$ cat src/rtl/clkrst_pkg.sv
// Package: shared constants for the clock-reset event register block.
// Assumes an 8-bit register file; bit positions are fixed by software.
package clkrst_pkg;
    localparam int REG_W    = 8;
    localparam int FLAG_OFS = 3;
    localparam int IEN_OFS  = 4;

    localparam int B_TICK   = 7;
    localparam int B_POR    = 6;
    localparam int B_LVR    = 5;
    localparam int B_LKCHG  = 4;
    localparam int B_LKST   = 3;
    localparam int B_ILA    = 2;
    localparam int B_SCCHG  = 1;
    localparam int B_SCST   = 0;

    // Bits that are sticky write-one-to-clear flags
    localparam logic [REG_W-1:0] STICKY_MASK = 8'hF6;
    // Bits that are implemented in the enable register (and may interrupt)
    localparam logic [REG_W-1:0] IEN_MASK    = 8'h92;
    // Event register value after power-on reset
    localparam logic [REG_W-1:0] FLAG_RST    = 8'h40;
endpackage

$ cat src/rtl/clkrst_sync.sv
// Module: level synchronizer with a parameterized number of flop stages.
// Assumes d is a slow level from another domain; q resets to 0.
module clkrst_sync #(
    parameter int STAGES = 2
) (
    input  logic clk,
    input  logic rst_n,
    input  logic d,
    output logic q
);
    generate
        if (STAGES <= 1) begin : g_one
            logic stg;
            // single capture flop
            always_ff @(posedge clk) begin
                if (!rst_n) stg <= 1'b0;
                else        stg <= d;
            end
            assign q = stg;
        end else begin : g_chain
            logic [STAGES-1:0] stg;
            // shift the level through the chain
            always_ff @(posedge clk) begin
                if (!rst_n) stg <= '0;
                else        stg <= {stg[STAGES-2:0], d};
            end
            assign q = stg[STAGES-1];
        end
    endgenerate
endmodule

$ cat src/rtl/clkrst_chg_det.sv
// Module: any-edge detector; pulses chg for one cycle when lvl differs
// from its value at the previous edge. Assumes lvl resets to 0.
module clkrst_chg_det (
    input  logic clk,
    input  logic rst_n,
    input  logic lvl,
    output logic chg
);
    logic prev;

    // remember the level seen at the last edge
    always_ff @(posedge clk) begin
        if (!rst_n) prev <= 1'b0;
        else        prev <= lvl;
    end

    assign chg = lvl ^ prev;
endmodule

$ cat src/rtl/clkrst_w1c_bank.sv
// Module: bank of write-one-to-clear flags. Only bits set in MASK are
// built; others read 0. A set and a clear in the same cycle: set wins.
module clkrst_w1c_bank #(
    parameter int             W       = 8,
    parameter logic [W-1:0]   MASK    = '1,
    parameter logic [W-1:0]   RST_VAL = '0
) (
    input  logic         clk,
    input  logic         rst_n,
    input  logic [W-1:0] set_i,
    input  logic [W-1:0] clr_i,
    output logic [W-1:0] flag_o
);
    for (genvar i = 0; i < W; i++) begin : g_bit
        if (MASK[i]) begin : g_flag
            logic f;
            // sticky flag, set has priority over clear
            always_ff @(posedge clk) begin
                if (!rst_n)        f <= RST_VAL[i];
                else if (set_i[i]) f <= 1'b1;
                else if (clr_i[i]) f <= 1'b0;
            end
            assign flag_o[i] = f;
        end else begin : g_none
            logic unused_in;
            assign unused_in = set_i[i] ^ clr_i[i];
            assign flag_o[i] = 1'b0;
        end
    end
endmodule

$ cat src/rtl/clkrst_evt_regs.sv
// Module: clock-reset event flags, live status and interrupt enables.
// Assumes rst_n is the power-on reset only; wr_en is a one-cycle strobe;
// lock_in and scm_in are asynchronous levels.
module clkrst_evt_regs
    import clkrst_pkg::*;
#(
    parameter int ADDR_W      = 3,
    parameter int SYNC_STAGES = 2
) (
    input  logic              clk,
    input  logic              rst_n,
    input  logic              rti_tick,
    input  logic              por_evt,
    input  logic              lvr_evt,
    input  logic              ila_evt,
    input  logic              lock_in,
    input  logic              scm_in,
    input  logic [ADDR_W-1:0] addr,
    input  logic [REG_W-1:0]  wdata,
    input  logic              wr_en,
    output logic [REG_W-1:0]  rdata,
    output logic              irq
);
    localparam logic [ADDR_W-1:0] A_FLAG = ADDR_W'(FLAG_OFS);
    localparam logic [ADDR_W-1:0] A_IEN  = ADDR_W'(IEN_OFS);

    logic             lk_sync, sc_sync;
    logic             lk_stat, sc_stat;
    logic             lk_chg, sc_chg;
    logic [REG_W-1:0] set_vec, clr_vec, flags, en_q, stat_vec;
    logic             flag_sel, ien_sel;

    clkrst_sync #(.STAGES(SYNC_STAGES)) u_lk_sync (
        .clk(clk), .rst_n(rst_n), .d(lock_in), .q(lk_sync));
    clkrst_sync #(.STAGES(SYNC_STAGES)) u_sc_sync (
        .clk(clk), .rst_n(rst_n), .d(scm_in), .q(sc_sync));

    // lock is never reported while running on the self clock
    assign lk_stat = lk_sync & ~sc_sync;
    assign sc_stat = sc_sync;

    clkrst_chg_det u_lk_chg (.clk(clk), .rst_n(rst_n), .lvl(lk_stat), .chg(lk_chg));
    clkrst_chg_det u_sc_chg (.clk(clk), .rst_n(rst_n), .lvl(sc_stat), .chg(sc_chg));

    assign flag_sel = (addr == A_FLAG);
    assign ien_sel  = (addr == A_IEN);

    // gather the set sources into their bit positions
    always_comb begin
        set_vec          = '0;
        set_vec[B_TICK]  = rti_tick;
        set_vec[B_POR]   = por_evt;
        set_vec[B_LVR]   = lvr_evt;
        set_vec[B_LKCHG] = lk_chg;
        set_vec[B_ILA]   = ila_evt;
        set_vec[B_SCCHG] = sc_chg;
    end

    assign clr_vec = (wr_en && flag_sel) ? wdata : '0;

    clkrst_w1c_bank #(
        .W(REG_W), .MASK(STICKY_MASK), .RST_VAL(FLAG_RST)
    ) u_flags (
        .clk(clk), .rst_n(rst_n), .set_i(set_vec), .clr_i(clr_vec), .flag_o(flags));

    // interrupt enable register, only implemented bits stored
    always_ff @(posedge clk) begin
        if (!rst_n)                en_q <= '0;
        else if (wr_en && ien_sel) en_q <= wdata & IEN_MASK;
    end

    // live status bits placed beside the flags
    always_comb begin
        stat_vec         = '0;
        stat_vec[B_LKST] = lk_stat;
        stat_vec[B_SCST] = sc_stat;
    end

    // read mux; unmapped offsets read 0
    always_comb begin
        if (flag_sel)     rdata = flags | stat_vec;
        else if (ien_sel) rdata = en_q;
        else              rdata = '0;
    end

    assign irq = |(flags & en_q & IEN_MASK);
endmodule

$ cat config.mk
export PLATFORM = sky130hd
export DESIGN_NAME = clkrst_evt_regs
export DESIGN_NICKNAME = d
export VERILOG_FILES = /design/src/rtl/clkrst_pkg.sv /design/src/rtl/clkrst_sync.sv /design/src/rtl/clkrst_chg_det.sv /design/src/rtl/clkrst_w1c_bank.sv /design/src/rtl/clkrst_evt_regs.sv
export SDC_FILE = /design/constraint.sdc
export NUM_CORES = 1
export LEC_CHECK = 0
export ABC_AREA = 1
export ABC_CLOCK_PERIOD_IN_PS = 900
export BUFFER_PORTS_ARGS = -buffer_cell sky130_fd_sc_hd__buf_4
export CORE_MARGIN = 3
export CORE_UTILIZATION = 43
export CTS_CLUSTER_SIZE = 20
export DETAILED_ROUTE_END_ITERATION = 6
export PLACE_DENSITY = 0.79
export SYNTH_ARGS = -nofsm -noshare
export SYNTH_HDL_FRONTEND = slang
export SYNTH_SLANG_ARGS = --single-unit
$ cat constraint.sdc
create_clock -name clk -period 0.9 [get_ports clk]
set_input_delay 0.09 -clock clk [delete_from_list [all_inputs] [get_ports clk]]
set_output_delay 0.09 -clock clk [all_outputs]
set_load 0.03 [all_outputs]
# [Yosys cells after proc, flatten, opt, wreduce, memory -nomap -nowiden]
# Index checks and enable logic that the tools add are counted.
[word_totals] register_bits=15 output_inout_bits=9 in_bits=20 wordCells=42
[classes] muxes=13 reduce_logical=9 eq_ne=2 n_bitwise=7
[ops] cell="2-to-1 mux 8 bit" n=3
[ops] cell="2-to-1 mux 1 bit" n=10
[ops] cell="nonzero test 2 bit" n=5
[ops] cell="bitwise AND 8 bit" n=1
[ops] cell="bitwise OR 8 x 4 -> 8 bit" n=1
[ops] cell="== test 3 x 2 -> 1 bit, second input constant" n=1
[ops] cell="== test 3 bit, second input constant" n=1
[ops] cell="OR reduction 3 bit" n=1
[ops] cell="logical AND 1 bit" n=2
[ops] cell="NOT 1 bit" n=2
[ops] cell="OR reduction 2 bit" n=1
[ops] cell="XOR 1 bit" n=2
[ops] cell="bitwise AND 1 bit" n=1

# [Depth between registers and ports, before layout]
# Gate-level depths: netlist of run 1.
[logic_depth] ltp_word=5 mapped_depth=5 depth_no_buf=5

# [By module]
# From an unflattened synthesis of run 1, not the netlist that was laid out.
[hier_totals] hier_cells=133 area_unflattened_um2=838.3
[by_module_without_submodules] mod="clkrst_evt_regs" cells_per_inst=66 seq_area_each_um2=60.1 area_each_um2=351.6 instances=1
[by_module_without_submodules] mod="clkrst_w1c_bank" cells_per_inst=39 seq_area_each_um2=120.1 area_each_um2=284.0 instances=1
[by_module_without_submodules] mod="clkrst_sync" cells_per_inst=6 seq_area_each_um2=40.0 area_each_um2=55.1 instances=2
[by_module_without_submodules] mod="clkrst_chg_det" cells_per_inst=8 seq_area_each_um2=20.0 area_each_um2=46.3 instances=2

# [Least setup slack after synthesis of run 1]
# Ideal clock, no wire load.
[synth_timing] path_type="input port to output port" startpoint="input port addr[0]" endpoint="output port rdata[7]" stages=4 t_arrival_ns=0.889 required_ns=0.810 n_path_buf=0 path_slack_ns=-0.079 cell_sequence="nand2_1 nor2_4 inv_2 o22ai_1"
[synth_via] elab_chain_cells=3 word_cells_on_any_way=4 cone_classes="eq/ne (2); mux (2)"
[synth_rtl] element="from (decl)" line="clkrst_evt_regs.sv:18" rtl="input logic [ADDR_W-1:0] addr,"
[synth_rtl] element="== test 3 bit" line="clkrst_evt_regs.sv:46" rtl="assign ien_sel = (addr == A_IEN);"
[synth_rtl] element="2-to-1 mux 8 bit" line="clkrst_evt_regs.sv:82" rtl="else if (ien_sel) rdata = en_q;"
[synth_rtl] element="2-to-1 mux 8 bit *" line="clkrst_evt_regs.sv:81" rtl="if (flag_sel) rdata = flags | stat_vec;"
[synth_rtl] element="to (decl)" line="clkrst_evt_regs.sv:21" rtl="output logic [REG_W-1:0] rdata,"
# Every way passes the cells marked *; elsewhere a longest branch is shown, timed or not.

# [Worst setup path after layout of run 1]
[layout_timing] startpoint="register u_flags.g_bit[7].g_flag.f" endpoint="output port irq"
[layout_via] elab_chain_cells=2
[layout_rtl] element="from (decl)" line="clkrst_w1c_bank.sv:16" rtl="logic f;"
[layout_rtl] element="from (signal assigned)" line="clkrst_w1c_bank.sv:19" rtl="if (!rst_n) f <= RST_VAL[i];"
[layout_rtl] element="bitwise AND 8 bit" line="clkrst_evt_regs.sv:86" rtl="assign irq = |(flags & en_q & IEN_MASK);"
[layout_rtl] element="OR reduction 3 bit" line="clkrst_evt_regs.sv:86"
[layout_rtl] element="to (decl)" line="clkrst_evt_regs.sv:22" rtl="output logic irq"
# No other way between the ends.

==> metrics.txt, run 1 <==
first-pass GRT wire length 2339 microns; share of layout cells above drive strength 1 0.5194; # Max-Cap Violations 0; Vias 664; Routability Congestion 0.8349; WL per Instance 10.88 microns; EDFF count, synth 0; Worst Setup Start Kind register; gr ovfl total 0; CTS sink count 15; asr flop ratio synth 0; Die ar. 0.001966 sq mm; Worst setup EP type primary output; ys flop type dfxtp_1; #FFs+latches synth 15; pin count of the biggest net entering global routing 9; Netlist cell types 16; Leak 0.5056 nW; Fin. Hold Viols 0; drt first pass iters 4; Hold Crit Class in -> reg; core region area 0.001334 sq mm; Final setup violation count 9; Starting Density 0.4737; CTS Root Buffer Type clkbuf_4; syn nets 109; Critical Path RT 0.81 ns; placed cells 136; slew of the pin with the lowest slew margin 0.2432 ns; maximum clock insertion buffer count 2; crit-path max FO 2; Reg-to-Reg End u_flags.g_bit[4].g_flag.f; CTS clock-pin slew for the worst setup and hold paths 0.09 ns; crit path launch u_flags.g_bit[7].g_flag.f; Final ANT Viol Nets 0; Cells after Synth 89; IO Port Bufs 26; initial DRC count 4; Rows 13; CTS Buf Count 3; Post-route DRC 0; average size of a mapped cell 7.100 sq um; post-synthesis sequential area ratio 0.4752; # diodes 0; FILL cells 101; worst clock skew 0.001026 ns; Worst Path Arrival 1.04 ns; P&R area growth vs syn 66.34%; Non-Filler Instances 144; CTS tree yes; Final Max Tran Viols 0; number of global-route vias before repair 592; run status finished with violations; R2R Path Start u_sc_sync.g_chain.stg[1]; Die H 44.34 microns; H-tree Lvls 1; detailed placer's ending HPWL 1105 microns; fin worst setup slack -0.2323 ns; Tcrit/Tclk final 1.258; worst setup path end irq; die width 44.34 microns; Worst slew margin 0.8377; post-route cell area 0.001051 sq mm; initial antenna violation count 0; Mapped Area 631.9 sq um; Detailed Route WL 1567 microns; placed instance area 904.6 sq um; RSZ-0062 raised after global routing true; worst skew pair latency 0.27 ns; reg2reg path depth 5; Max Clock Freq 883.2 MHz; Min Clock Period, post-route 1.132 ns; Power Dens Cells 1263 mW/mm^2; Yosys Warn Count 0; routed vias/inst 4.611; io pins 29; VDD IR max 1503 uV; pre-CTS setup slack 0.0001771 ns; setup_tns -1.064 ns; flop-to-flop setup slack 0.02 ns; failing checks negative setup slack; critical path class reg -> out; final net count 150; Global Route Usage Sum 0.1622
## cell families (layout without fill, tap and decap cells)
group,after synthesis,count (layout),share of synthesized area
flip-flops,15,15,0.4753
buffers and inverters,17,57,0.1030
AND/OR/NAND/NOR,45,45,0.3089
AO/OA/AOI/OAI,10,10,0.08516
XOR/XNOR,2,2,0.02773
## placed cells by master, fill, tap and decap left out, drive strengths merged
master	n
a21oi	8
buf	33
clkbuf	4
clkinv	2
dfxtp	15
dlygate4sd3	3
inv	15
nand2	27
nand3	9
nor2	9
o211ai	1
o22ai	1
xnor2	1
xor2	1
## critical path: stages, from the launching register on
cell and delay (ns):
dfxtp_2 0.34, inv_2 0.04, o211ai_1 0.19, buf_4 0.20
## worst min path at each step
stage / startpoint / end / slack, ns / depth (start not counted)
floorplan: rst_n / u_lk_sync.g_chain.stg[0] / 0.18 / 2
global placement: scm_in / u_sc_sync.g_chain.stg[0] / 0.27 / 3
detailed placement: lock_in / u_lk_sync.g_chain.stg[0] / 0.28 / 3
CTS: rst_n / u_sc_sync.g_chain.stg[0] / 0.03 / 3
global route: lvr_evt / u_flags.g_bit[5].g_flag.f / 0.04 / 3
finish: rst_n / u_sc_sync.g_chain.stg[0] / 0.04 / 3
## flip-flops by register name, indices dropped and copies added (netlist names)
| name | flops |
|---|---|
| u_sc_sync.g_chain.stg | 2 |
| u_lk_chg.prev | 1 |
| en_q | 3 |
| u_lk_sync.g_chain.stg | 2 |
| u_sc_chg.prev | 1 |
| u_flags.g_bit.g_flag.f | 6 |
## repair_timing
item / 4_1_cts / 5_1_grt
pin swaps: 6 / 5
setup endpoints to repair: 9 / 9
hold endpoints to repair: 3 / 0
resized for setup: 17 / 15
setup buffers: 0 / 1
hold buffers: 3 / 0
## cell type report
class | count | area (sq um) | share of cell area
clock buffers | 4 | 26.28 | 0.02500
repair buffers | 36 | 307.8 | 0.2929
well taps | 15 | 18.77 | 0.01786
multi-input cells | 57 | 320.3 | 0.3048
flip-flops and latches | 15 | 312.8 | 0.2976
inverters | 17 | 65.06 | 0.06190
## cells in the mapped netlist (7+ instances only)
library cell | number | area [sq um]
nand2_1 | 27 | 101.4
nor2_1 | 7 | 26.28
dfxtp_1 | 15 | 300.3
inv_1 | 14 | 52.55
nand3_1 | 8 | 40.04
a21oi_1 | 8 | 40.04
## where the power goes
part	internal (mW)	total (mW)	switching, mW
Clock	0.172	0.377	0.205
Combinational	0.120	0.233	0.113
Sequential	0.698	0.717	0.0190
Total	0.990	1.33	0.337
## per-stage QoR
stage,utilization,total power [mW],hold slack [ns]
floorplan,-,0.8091,0.1835
global placement,0.6782,0.9204,0.2723
detailed placement,0.6782,0.9258,0.2818
CTS,0.7467,1.315,0.02822
global route,0.7880,1.389,0.03912
finish,0.7880,1.327,0.03752
## layer usage
| layer | share of wire | track usage | routed length, microns |
|---|---|---|---|
| met5 | 0 | 0 | 0 |
| met3 | 0.048 | 0.02439 | 75 |
| met2 | 0.52 | 0.2645 | 815 |
| met1 | 0.42 | 0.2030 | 663 |
| met4 | 0.0077 | 0.09036 | 12 |
Power figures use the tool's default switching activity.
==> inputs of run 2 (changes only) <==
--- a/config.mk
+++ b/config.mk
@@ -5,14 +5,13 @@
 export SDC_FILE = /design/constraint.sdc
 export NUM_CORES = 1
 export LEC_CHECK = 0
-export ABC_AREA = 1
 export ABC_CLOCK_PERIOD_IN_PS = 900
 export BUFFER_PORTS_ARGS = -buffer_cell sky130_fd_sc_hd__buf_4
 export CORE_MARGIN = 3
 export CORE_UTILIZATION = 43
 export CTS_CLUSTER_SIZE = 20
 export DETAILED_ROUTE_END_ITERATION = 6
-export PLACE_DENSITY = 0.79
+export PLACE_DENSITY = 0.8
 export SYNTH_ARGS = -nofsm -noshare
 export SYNTH_HDL_FRONTEND = slang
 export SYNTH_SLANG_ARGS = --single-unit
==> run 2 against run 1 <==
Register-to-register slack worse by 0.10 ns. Highest routed layer unchanged. Utilization is 7.5 points higher. Critical endpoint unchanged. Cell count is 15% lower. Worst setup slack worse by 0.12 ns. Combinational power is 4% higher. Routed wire length is 22% higher. Power is 1.5% higher. The flow still finishes with violations (negative setup slack). Flip-flop and latch count stayed put. Largest cell class is now buffers.
==> metrics.txt, run 2 <==
run status finished with violations; failing checks negative setup slack; Hold Crit Class in -> reg; # diodes 0 (unchanged); WL per Instance 15.56 microns (+43%); # Max-Cap Violations 0 (unchanged); Netlist cell types 21 (+5); worst hold stages 2 (-1); CTS tree yes; crit-path max FO 2 (unchanged); max reg flops 6 (unchanged); worst clock skew 0.005304 ns (+0.004279 ns); Int Power 1.008 mW (+1.8%); fin worst setup slack -0.3568 ns (-0.1245 ns); P&R area growth vs syn 73.71%; reg2reg path depth 4 (-1); EDFF count, synth 0 (unchanged); Power Dens Cells 1283 mW/mm^2 (+1.6%); routed vias/inst 5.455 (+18%); Critical Path RT 0.81 ns (about the same); FILL cells 61 (-40%); initial antenna violation count 0 (unchanged); Max Clock Freq 795.7 MHz (-9.9%); core region area 0.001216 sq mm (-8.8%); Final Max Tran Viols 0 (unchanged); IO Port Bufs 26 (unchanged); Cells after Synth 65 (-27%); Min Clock Period, post-route 1.257 ns (+0.1245 ns); io pins 29 (unchanged); Post-route DRC 0 (unchanged); hold path startpoint lock_in; Top delay family on crit path flip-flops; crit path launch u_flags.g_bit[4].g_flag.f; Hold WS 0.006295 ns (-0.03122 ns); RSZ-0062 raised after global routing true; pin count of the biggest net entering global routing 18 (+9); Crit path largest cell delay 0.34 ns (about the same); post-synthesis sequential area ratio 0.4969 (+0.02165); Synth top area share 0.4969 (+0.02165); top post-synthesis cells by count 15 x dfxtp_1, 9 x and2_1, 6 x o21ai_0; detailed placer's ending HPWL 1259 microns (+14%); Worst setup EP type primary output; critical path class reg -> out; Final setup violation count 11 (+2); syn nets 85 (-22%); Tcrit/Tclk final 1.396 (+0.1384); Worst slew margin 0.7678 (-0.06992); area leader, netlist dfxtp_1; average size of a mapped cell 9.297 sq um (+31%); Detailed Route WL 1914 microns (+22%); ys flop type dfxtp_1; #FFs+latches synth 15 (unchanged); final net count 130 (-13%); maximum clock insertion buffer count 2 (unchanged); worst path bufs/invs 2 (unchanged); Fin. Hold Viols 0 (unchanged); first-pass GRT wire length 3091 microns (+32%); largest cells by area after synthesis dfxtp_1 50%, and2_1 9.3%, o21ai_0 5.0%; H-tree Lvls 1 (unchanged); pre-CTS setup slack -0.1300 ns (-0.1302 ns); Clk pwr share 0.288 (+0.004); Largest regs u_flags.g_bit.g_flag.f: 6 flops, en_q: 3 flops; post-route cell area 0.001050 sq mm (-0.12%); Worst Path Arrival 1.17 ns (+0.13 ns); commonest non-fill, non-tap cells in the layout 25 x buf_4, 13 x buf_6, 8 x dfxtp_2; switching portion of total power 0.2515 (-0.002652); placed instance area 899.6 sq um (-0.55%); CTS sink count 15 (unchanged); Leak 0.4931 nW (-2.5%); CTS Buf Count 3 (unchanged); slew of the pin with the lowest slew margin 0.3476 ns (+0.1044 ns); Reg-to-Reg End u_flags.g_bit[1].g_flag.f; number of global-route vias before repair 708 (+20%); die width 43.49 microns (-1.9%); gr ovfl total 0 (unchanged); Rows 12 (-1); placed cells 114 (-16%); Worst Setup Start Kind register; flop-to-flop setup slack -0.08 ns (-0.10 ns); Yosys Warn Count 0 (unchanged); most common cell after layout, fill and taps aside buf_4; Vias 671 (+1.1%); Reg power frac 0.531 (-0.009); drt first pass iters 4 (unchanged); Routability Congestion 0.8381 (+0.38%); R2R Path Start u_sc_sync.g_chain.stg[1]; Logic pwr share 0.180 (+0.004); initial DRC count 28 (+24); count leader, synth dfxtp_1; switching power 338.7 uW (+0.40%); CTS clock-pin slew for the worst setup and hold paths 0.09 ns (about the same); Worst Hold End u_lk_sync.g_chain.stg[0]; Non-Filler Instances 123 (-15%); Global Route Usage Sum 0.2226 (+0.06041); Final ANT Viol Nets 0 (unchanged); Critical Path, Cell by Cell a222oi_1 -> inv_1 -> buf_6; Critical-path top delay cell dfxtp_1; VDD IR max 1227 uV (-18%); Die H 43.49 microns (-1.9%); worst skew pair latency 0.28 ns (about the same); CTS Root Buffer Type clkbuf_4; Starting Density 0.4969 (+0.02318); Biggest register u_flags.g_bit.g_flag.f; asr flop ratio synth 0 (unchanged); Die ar. 0.001891 sq mm (-3.8%); Mapped Area 604.3 sq um (-4.4%); share of layout cells above drive strength 1 0.5321 (+0.01273)
## run 2: changes by cell type after synthesis, sizes merged, moves of 3 or more
cell,change
nor2,-7
o21ai,+6
nand3,-6
inv,-10
a31oi,+3
nand2,-22
and2,+9
a21oi,-8
a22o,+3
## run 2: cells by family after synthesis
family                 Yosys count  synth area share
flip-flops                      15            0.4969
XOR/XNOR                         2           0.02899
buffers and inverters            6           0.03726
AND/OR/NAND/NOR                 24            0.2319
AO/OA/AOI/OAI                   18            0.2050
## run 2: worst register-to-register path, stage by stage (launching register included)
cell	delay, ns
dfxtp_2	0.34
buf_6	0.11
buf_6	0.11
xor2_1	0.16
o21a_1	0.17
## run 2: per-layer routing
metal | global-route usage | up-vias | part of all wire | wire [microns]
met5 | 0 | - | 0 | 0
li1 | - | 315 | - | -
met4 | 0.1506 | 0 | 0.025 | 48
met3 | 0.03734 | 4 | 0.050 | 96
met1 | 0.2273 | 326 | 0.41 | 786
met2 | 0.4071 | 26 | 0.51 | 983
## run 2: layout make-up
| type | instances | area [sq um] | share of cell area |
|---|---|---|---|
| clock buffers | 4 | 26.28 | 0.02503 |
| well taps | 14 | 17.52 | 0.01669 |
| multi-input cells | 44 | 312.8 | 0.2980 |
| flip-flops and latches | 15 | 310.3 | 0.2956 |
| inverters | 5 | 18.77 | 0.01788 |
| repair buffers | 41 | 364.1 | 0.3468 |
## run 2: repair_timing
item | CTS | global route
pin swaps | 2 | 1
hold buffers | 3 | 0
endpoints found under the hold margin | 3 | 0
buffers inserted | 1 | 1
gates resized for setup | 23 | 5
endpoints found under the setup margin | 10 | 11
## run 2: worst max path at each step
stage                                endpoint  slack [ns]  cells after the start
finish                                    irq       -0.36                      3
detailed placement  u_flags.g_bit[6].g_flag.f       -0.13                      4
global route                              irq       -0.42                      3
floorplan           u_flags.g_bit[4].g_flag.f       -0.03                      3
CTS                                       irq       -0.34                      3
global placement    u_flags.g_bit[6].g_flag.f       -0.12                      4
## run 2: per-stage QoR
stage | util | power [mW] | TNS [ns]
after global routing | 0.8632 | 1.397 | -2.113
after floorplan | - | 0.7993 | -0.03324
after detailed placement | 0.7397 | 0.9282 | -0.5705
after CTS | 0.8467 | 1.333 | -1.678
after global placement | 0.7397 | 0.9181 | -0.4888
final | 0.8632 | 1.347 | -1.771
## run 2: power by group through the flow
stage          Clock [mW]  Sequential [mW]  Combinational, mW
3_5_place_dp            0            0.723              0.205
6_report            0.388            0.716              0.243
5_1_grt             0.418            0.718              0.262
2_1_floorplan           0            0.721             0.0786
3_3_place_gp            0            0.721              0.197
4_1_cts             0.387            0.712              0.234
